==> src/rtl/btc_pkg.sv <==
package btc_pkg;
  localparam int unsigned BYTES_PER_WORD = 4;

  // byte distance from a hit target to where prefetch resumes
  function automatic int unsigned skip_bytes(int unsigned words);
    return words * BYTES_PER_WORD;
  endfunction

  // recency rank after a touch: touched entry becomes 0, younger ones age by 1
  function automatic int unsigned next_rank(int unsigned cur, int unsigned touched_rank, bit self);
    if (self) return 0;
    if (cur < touched_rank) return cur + 1;
    return cur;
  endfunction
endpackage

==> src/rtl/btc_match.sv <==
module btc_match #(
  parameter int N  = 16,
  parameter int AW = 32,
  parameter int IW = 4
) (
  input  logic [N-1:0]  cand,
  input  logic [AW-1:0] tags [N],
  input  logic [AW-1:0] addr,
  output logic          hit,
  output logic [IW-1:0] idx,
  output logic [N-1:0]  hit_vec
);
  for (genvar g = 0; g < N; g++) begin : g_cmp
    assign hit_vec[g] = cand[g] && (tags[g] == addr);
  end

  always_comb begin
    idx = '0;
    for (int i = 0; i < N; i++) begin
      if (hit_vec[i]) idx = IW'(i);
    end
  end

  assign hit = |hit_vec;
endmodule

==> src/rtl/btc_lru.sv <==
module btc_lru #(
  parameter int N  = 15,
  parameter int IW = 4
) (
  input  logic          clk,
  input  logic          rst_n,
  input  logic          touch,
  input  logic [IW-1:0] touch_idx,
  output logic [IW-1:0] victim,
  output logic [N-1:0]  victim_oh
);
  logic [IW-1:0] rank [N];
  logic [IW-1:0] touched_rank;

  always_comb begin
    touched_rank = '0;
    victim       = '0;
    for (int i = 0; i < N; i++) begin
      if (IW'(i) == touch_idx) touched_rank = rank[i];
      if (victim_oh[i]) victim = IW'(i);
    end
  end

  for (genvar g = 0; g < N; g++) begin : g_rank
    assign victim_oh[g] = (rank[g] == IW'(N - 1));
    always_ff @(posedge clk) begin
      if (!rst_n)
        rank[g] <= IW'(g);
      else if (touch)
        rank[g] <= IW'(btc_pkg::next_rank(rank[g], touched_rank, IW'(g) == touch_idx));
    end
  end
endmodule

==> src/rtl/btc_store.sv <==
module btc_store #(
  parameter int N_ENT  = 16,
  parameter int WORDS  = 8,
  parameter int DATA_W = 32,
  parameter int IDX_W  = 4,
  parameter int OFS_W  = 3
) (
  input  logic              clk,
  input  logic              wr_en,
  input  logic [IDX_W-1:0]  wr_ent,
  input  logic [OFS_W-1:0]  wr_ofs,
  input  logic [DATA_W-1:0] wr_data,
  input  logic [IDX_W-1:0]  rd_ent,
  input  logic [OFS_W-1:0]  rd_ofs,
  output logic [DATA_W-1:0] rd_data
);
  logic [DATA_W-1:0] mem [N_ENT][WORDS];

  for (genvar g = 0; g < N_ENT; g++) begin : g_ent
    always_ff @(posedge clk) begin
      if (wr_en && wr_ent == IDX_W'(g)) mem[g][wr_ofs] <= wr_data;
    end
  end

  assign rd_data = mem[rd_ent][rd_ofs];
endmodule

==> src/rtl/btc_top.sv <==
module btc_top #(
  parameter int ADDR_W = 32,
  parameter int DATA_W = 32,
  parameter int N_GEN  = 15,
  parameter int WORDS  = 8
) (
  input  logic              clk,
  input  logic              rst_n,
  input  logic              lk_valid,
  input  logic [ADDR_W-1:0] lk_addr,
  input  logic              lk_literal,
  input  logic              lk_vector,
  input  logic              inv,
  input  logic              fill_valid,
  input  logic [DATA_W-1:0] fill_data,
  input  logic              rd_req,
  output logic              hit_o,
  output logic              miss_o,
  output logic              pf_restart,
  output logic [ADDR_W-1:0] pf_addr,
  output logic              str_valid,
  output logic [DATA_W-1:0] str_data
);
  localparam int N_ENT   = N_GEN + 1;
  localparam int IDX_W   = $clog2(N_ENT);
  localparam int OFS_W   = $clog2(WORDS);
  localparam int VEC_IDX = N_GEN;
  localparam logic [OFS_W-1:0]  LAST_OFS = OFS_W'(WORDS - 1);
  localparam logic [N_ENT-1:0]  VEC_BIT  = N_ENT'(1) << VEC_IDX;
  localparam logic [ADDR_W-1:0] SKIP     = ADDR_W'(btc_pkg::skip_bytes(WORDS));

  logic [N_ENT-1:0]  ent_valid;
  logic [ADDR_W-1:0] ent_tag [N_ENT];

  // named internal events
  logic              lk_take, look_hit, look_miss, lru_touch;
  logic              fill_on, fill_wr;
  logic [IDX_W-1:0]  look_idx, gen_victim, alloc_idx, touch_idx, fill_ent, str_ent;
  logic [OFS_W-1:0]  fill_ofs, str_ofs;
  logic [N_ENT-1:0]  cand, hit_vec;
  logic [N_GEN-1:0]  victim_oh;

  assign lk_take   = lk_valid && !lk_literal;
  assign cand      = ent_valid & {N_ENT{!inv}} & (lk_vector ? VEC_BIT : ~VEC_BIT);
  assign look_miss = lk_take && !look_hit;
  assign alloc_idx = lk_vector ? IDX_W'(VEC_IDX) : gen_victim;
  assign lru_touch = lk_take && !lk_vector;
  assign touch_idx = look_hit ? look_idx : gen_victim;
  assign fill_wr   = fill_on && fill_valid;

  btc_match #(.N(N_ENT), .AW(ADDR_W), .IW(IDX_W)) u_match (
    .cand(cand), .tags(ent_tag), .addr(lk_addr),
    .hit(look_hit), .idx(look_idx), .hit_vec(hit_vec)
  );

  btc_lru #(.N(N_GEN), .IW(IDX_W)) u_lru (
    .clk(clk), .rst_n(rst_n), .touch(lru_touch), .touch_idx(touch_idx),
    .victim(gen_victim), .victim_oh(victim_oh)
  );

  btc_store #(.N_ENT(N_ENT), .WORDS(WORDS), .DATA_W(DATA_W), .IDX_W(IDX_W), .OFS_W(OFS_W)) u_store (
    .clk(clk), .wr_en(fill_wr), .wr_ent(fill_ent), .wr_ofs(fill_ofs), .wr_data(fill_data),
    .rd_ent(str_ent), .rd_ofs(str_ofs), .rd_data(str_data)
  );

  // lookup result and prefetch restart
  always_ff @(posedge clk) begin
    if (!rst_n) begin
      hit_o      <= 1'b0;
      miss_o     <= 1'b0;
      pf_restart <= 1'b0;
      pf_addr    <= '0;
    end else begin
      hit_o      <= lk_take && look_hit;
      miss_o     <= look_miss;
      pf_restart <= lk_take;
      if (lk_take) pf_addr <= lk_addr + (look_hit ? SKIP : '0);
    end
  end

  // tags: written on allocation only
  always_ff @(posedge clk) begin
    if (look_miss) ent_tag[alloc_idx] <= lk_addr;
  end

  // valid bits and fill sequencing
  always_ff @(posedge clk) begin
    if (!rst_n) begin
      ent_valid <= '0;
      fill_on   <= 1'b0;
      fill_ent  <= '0;
      fill_ofs  <= '0;
    end else begin
      if (fill_wr) begin
        fill_ofs <= fill_ofs + 1'b1;
        if (fill_ofs == LAST_OFS) begin
          ent_valid[fill_ent] <= 1'b1;
          fill_on             <= 1'b0;
        end
      end
      if (inv) begin
        ent_valid <= '0;
        fill_on   <= 1'b0;
      end
      if (look_miss) begin
        ent_valid[alloc_idx] <= 1'b0;
        fill_on              <= 1'b1;
        fill_ent             <= alloc_idx;
        fill_ofs             <= '0;
      end
    end
  end

  // output stream
  always_ff @(posedge clk) begin
    if (!rst_n) begin
      str_valid <= 1'b0;
      str_ent   <= '0;
      str_ofs   <= '0;
    end else begin
      if (str_valid && rd_req) begin
        if (str_ofs == LAST_OFS) str_valid <= 1'b0;
        else                     str_ofs   <= str_ofs + 1'b1;
      end
      if (inv) str_valid <= 1'b0;
      if (lk_take) begin
        str_valid <= look_hit;
        str_ent   <= look_idx;
        str_ofs   <= '0;
      end
    end
  end
endmodule

==> config.mk <==
export PLATFORM = sky130hd
export DESIGN_NAME = btc_top
export DESIGN_NICKNAME = d
export VERILOG_FILES = /design/src/rtl/btc_pkg.sv /design/src/rtl/btc_match.sv /design/src/rtl/btc_lru.sv /design/src/rtl/btc_store.sv /design/src/rtl/btc_top.sv
export SDC_FILE = /design/constraint.sdc
export NUM_CORES = 2
export LEC_CHECK = 0
export BUFFER_PORTS_ARGS = -buffer_cell sky130_fd_sc_hd__buf_2
export CORE_ASPECT_RATIO = 1.2
export CORE_MARGIN = 2
export CORE_UTILIZATION = 55
export CTS_CLUSTER_SIZE = 16
export DETAILED_ROUTE_END_ITERATION = 8
export GPL_TIMING_DRIVEN = 0
export HOLD_SLACK_MARGIN = 0.1
export PLACE_DENSITY = 0.73
export SLEW_MARGIN = 10
export SYNTH_ARGS = -nofsm -noshare
export SYNTH_HDL_FRONTEND = slang
export SYNTH_MEMORY_MAX_BITS = 65536
export SYNTH_SLANG_ARGS = --single-unit
==> constraint.sdc <==
create_clock -name clk -period 8.53 [get_ports clk]
set_input_delay 0.853 -clock clk [delete_from_list [all_inputs] [get_ports clk]]
set_output_delay 0.853 -clock clk [all_outputs]
set_load 0.02 [all_outputs]
==> reports/summary.txt <==
======================================================================================================
Design Area, Final                                                                        214000 sq um
Antenna violations before repair                                                                    60
Number of buffers on the longest clock path                                                          4
Commonest cells post-synth                                                                sky130_fd_sc_hd__edfxtp_1 (4668), sky130_fd_sc_hd__mux4_2 (1344), sky130_fd_sc_hd__xor2_1 (452)
Setup TNS Final                                                                                   0 ns
Drt drc                                                                                              0
P_sw                                                                                           11.2 mW
Via count of the first global-routing pass                                                       95.0k
# Post-CTS Setup Buffers                                                                             0
Core footprint                                                                            338000 sq um
Floorplan row count                                                                                234
Max-slew violation count                                                                             0
Max-capacitance violation count                                                                      0
Leading cell type by number of instances after synthesis                                  sky130_fd_sc_hd__edfxtp_1
Max FO, Critical Path                                                                               10
Seq/Total Area, Yosys                                                                            75.8%
Synth area leader                                                                         sky130_fd_sc_hd__edfxtp_1
Sequential share of power                                                                        52.8%
Synthesized area divided by synthesized cell count                                          22.3 sq um
Antenna-violating nets left                                                                          0
Final number of hold-violating endpoints                                                             0
Initial drt markers                                                                              15.3k
Post-synth cell types                                                                               81
Launch instance of the worst min-delay path                                                 fill_valid
Crit path max-delay cell type                                                             sky130_fd_sc_hd__nor4_1
Clock network fraction of total power                                                            40.0%
Routed wire length                                                                           543000 um
Sink Count                                                                                        4739
Mean routed wirelength per cell                                                                38.5 um
Final worst path period need                                                                   8.50 ns
Cell-internal power                                                                            38.1 mW
Detailed Place HPWL                                                                          348000 um
Met1 Wirelength                                                                              179000 um
Combinational cell fraction of total power                                                        7.2%
Effective utilization at floorplan                                                               55.2%
Dominant register cell in the synthesized netlist                                         sky130_fd_sc_hd__edfxtp_1
DR top layer                                                                                      met5
Portion of synthesized cell area occupied by the leading cell type                               75.0%
Type of the worst min-delay path                                                                in2reg
Pwr Density                                                                                231 nW/um^2
Period utilisation layout                                                                        99.7%
CTS H-tree lvls                                                                                      5
Chip width                                                                                      536 um
Fin nets                                                                                          9294
Worst setup startpoint                                                                             inv
Static Leakage                                                                                 64.4 nW
Global router's overall resource usage                                                           31.1%
Worst Clk Skew                                                                               0.0434 ns
Total vias in the final route                                                                    96.4k
Placed instance area                                                                      199000 sq um
Share of layout cells above drive strength 1                                                     27.7%
Total buffers and inverters traversed by the critical path                                           6
Worst Path Required                                                                            9.18 ns
Number of flops mapped to enable cells by yosys                                                   4668
Launch instance of the worst register-to-register path                                    ent_tag[230]$_DFFE_PP_
Clock transition at the register clock pins on the worst setup and hold paths after CTS        0.06 ns
Cell count after synthesis                                                                        8373
Unrepaired setup endpoints after global routing                                                  false
Count of synthesis-stage warnings from yosys                                                         0
Synthesized net count                                                                             8525
Mapped Area                                                                               187000 sq um
Synth async-reset ratio                                                                             0%
Result of the run                                                                         finished, final reports clean
Total overflow reported by the global router                                                         0
Detail Route met3 WL                                                                          61600 um
Maximum number of pins on one net before global-route repair                                        97
Post-synthesis register bit count                                                                 4739
Die area                                                                                  345000 sq um
Post-cts resize count                                                                                0
Vert. Die Dim                                                                                   643 um
Clk root buf                                                                              sky130_fd_sc_hd__clkbuf_16
Critical path launch point type                                                           primary input
CTS hold repair buffers                                                                              0
Endpoint arrival time on the critical path                                                     9.15 ns
Peak supply drop                                                                              0.227 mV
I/O Buffers                                                                                        138
Transition time at the pin with the least slew margin                                          1.45 ns
Number of placed instances with taps included                                                    13.2k
Final-report setup violation count                                                                   0
Number of vias per cell after detailed routing                                                    6.83
Placer Congestion                                                                                0.969
DP Worst Slack                                                                               -0.841 ns
Longest individual stage delay on the worst path                                               0.91 ns
Largest delay contributor family on the critical path                                     simple AND/OR/NAND/NOR gates
Net switching share of the total power                                                           22.8%
Max-slew headroom                                                                                3.05%
Path type of the worst setup path                                                               in2reg
DRT Pass-1 Iters                                                                                     8
Synthesis-to-finish area growth                                                                  14.3%
Top-Level Pins                                                                                     140
Kind of capture point of the worst setup path                                                     flop
First-pass GRT wire length                                                                   742000 um
Critical path cell sequence                                                               buf_2 > nor2_1 > clkbuf_1 > buf_2 > buf_2 > nand4_1 > nor4_1 > o211ai_1 > o211ai_1 > nand3b_1 > nor2_1 > clkbuf_1 > nand3_1 > o21ai_0 > a211oi_1 > o31ai_4 > buf_8 > ha_1 > o21ai_0 > o21ai_0 > and3_1 > o31a_1 > nor2b_1
CTS tree                                                                                          done
Timing-limited maximum frequency                                                             0.118 GHz
Cts bufs inserted                                                                                  437
Largest cells by area after synthesis                                                     sky130_fd_sc_hd__edfxtp_1 (75%), sky130_fd_sc_hd__mux4_2 (16%), sky130_fd_sc_hd__xor2_1 (2.1%)
Post-route non-filler standard cell count                                                        14.1k
Minimum setup slack in the final design                                                      0.0294 ns
Clock insertion delay at the later pin of the skew report                                      0.98 ns
Met2 wire len                                                                                269000 um
======================================================================================================
## stage by stage
step	hold slack [ns]	util [%]	power, mW
finish	0.187	63.1	49.3
global route	0.205	63.1	50.4
CTS	0.125	63.0	49.2
detailed placement	0.458	58.8	30.0
global placement	0.453	57.1	29.6
floorplan	0.431	-	28.3
## state kept, by name (all words and copies together) (netlist names), named ones only
name	count
u_lru.rank	60
hit_o	1
ent_tag	512
fill_ofs	3
u_store.mem	4096
pf_restart	1
ent_valid	16
str_ofs	3
fill_on	1
pf_addr	32
str_valid	1
str_ent	4
fill_ent	4
miss_o	1
## metal layers
metal / track usage (%) / vias up
met3: 7.22 / 1312
met2: 51.1 / 7352
met5: 0.0280 / -
li1: - / 37037
met1: 39.0 / 50663
met4: 15.4 / 16
## worst paths after layout
check / end / slack (ns) / cells after the start
setup / recovery: u_lru.rank[0][13]$_SDFFCE_PN1P_ / 0.03 / 23
hold / removal: fill_on$_SDFFE_PN0P_ / 0.19 / 4
setup reg to reg: u_lru.rank[0][13]$_SDFFCE_PN1P_ / 1.44 / 20
hold reg to reg: fill_on$_SDFFE_PN0P_ / 0.47 / 2
## final cells by class
type,count,area [sq um]
clock buffers,544,11600
fillers,21936,125000
flip-flops and latches,4739,142000
multi-input cells,3176,44500
plain buffers,427,1930
clock inverters,258,2630
diodes,126,315
inverters,31,116
repair buffers,330,5400
well taps,4484,5610
## cell usage in the layout, fill, tap and decap left out, drive strengths merged, types with 11 or more instances in the layout
cell	n
o21a	13
buf	476
edfxtp	4668
clkinv	181
ha	80
inv	46
nand4	62
clkbuf	825
a21boi	12
nand4b	19
xor2	452
diode	126
mux4	1344
nor4	186
o41ai	14
and3	18
a21oi	36
or4	29
nand2	152
and2	11
xnor2	124
o41a	11
bufinv	47
nor3	46
o21ai	82
o211a	19
clkinvlp	15
mux2	32
nor4b	18
mux2i	18
nor2	225
dfxtp	71
nand3	61
## power groups by stage
stage	combinational [mW]	sequential (mW)	clock, mW
final	3.53	26.0	19.7
after global routing	3.77	26.0	20.6
after CTS	3.47	26.0	19.8
after detailed placement	3.45	26.5	0
after global placement	3.06	26.5	0
after floorplan	1.86	26.5	0
## tightest hold or removal path, cell delays in order
cell and delay [ns]:
sky130_fd_sc_hd__buf_2 0.10, sky130_fd_sc_hd__a21oi_1 0.06, sky130_fd_sc_hd__nand2_1 0.06, sky130_fd_sc_hd__nand2_1 0.04
## cell families (layout without fill, tap and decap cells)
logic type	Yosys count	after routing	synth area share, %
and+or+nand+nor	889	889	2.53
DFF	4739	4739	75.8
muxes	1394	1394	16.5
xor gates and xnor gates	576	576	2.70
buffers and inverters	458	1590	1.07
other	0	126	0
AOI/OAI and AO/OA	237	237	0.915
adders and majority gates	80	80	0.536
No activity file was read; power rests on OpenSTA's default activity.
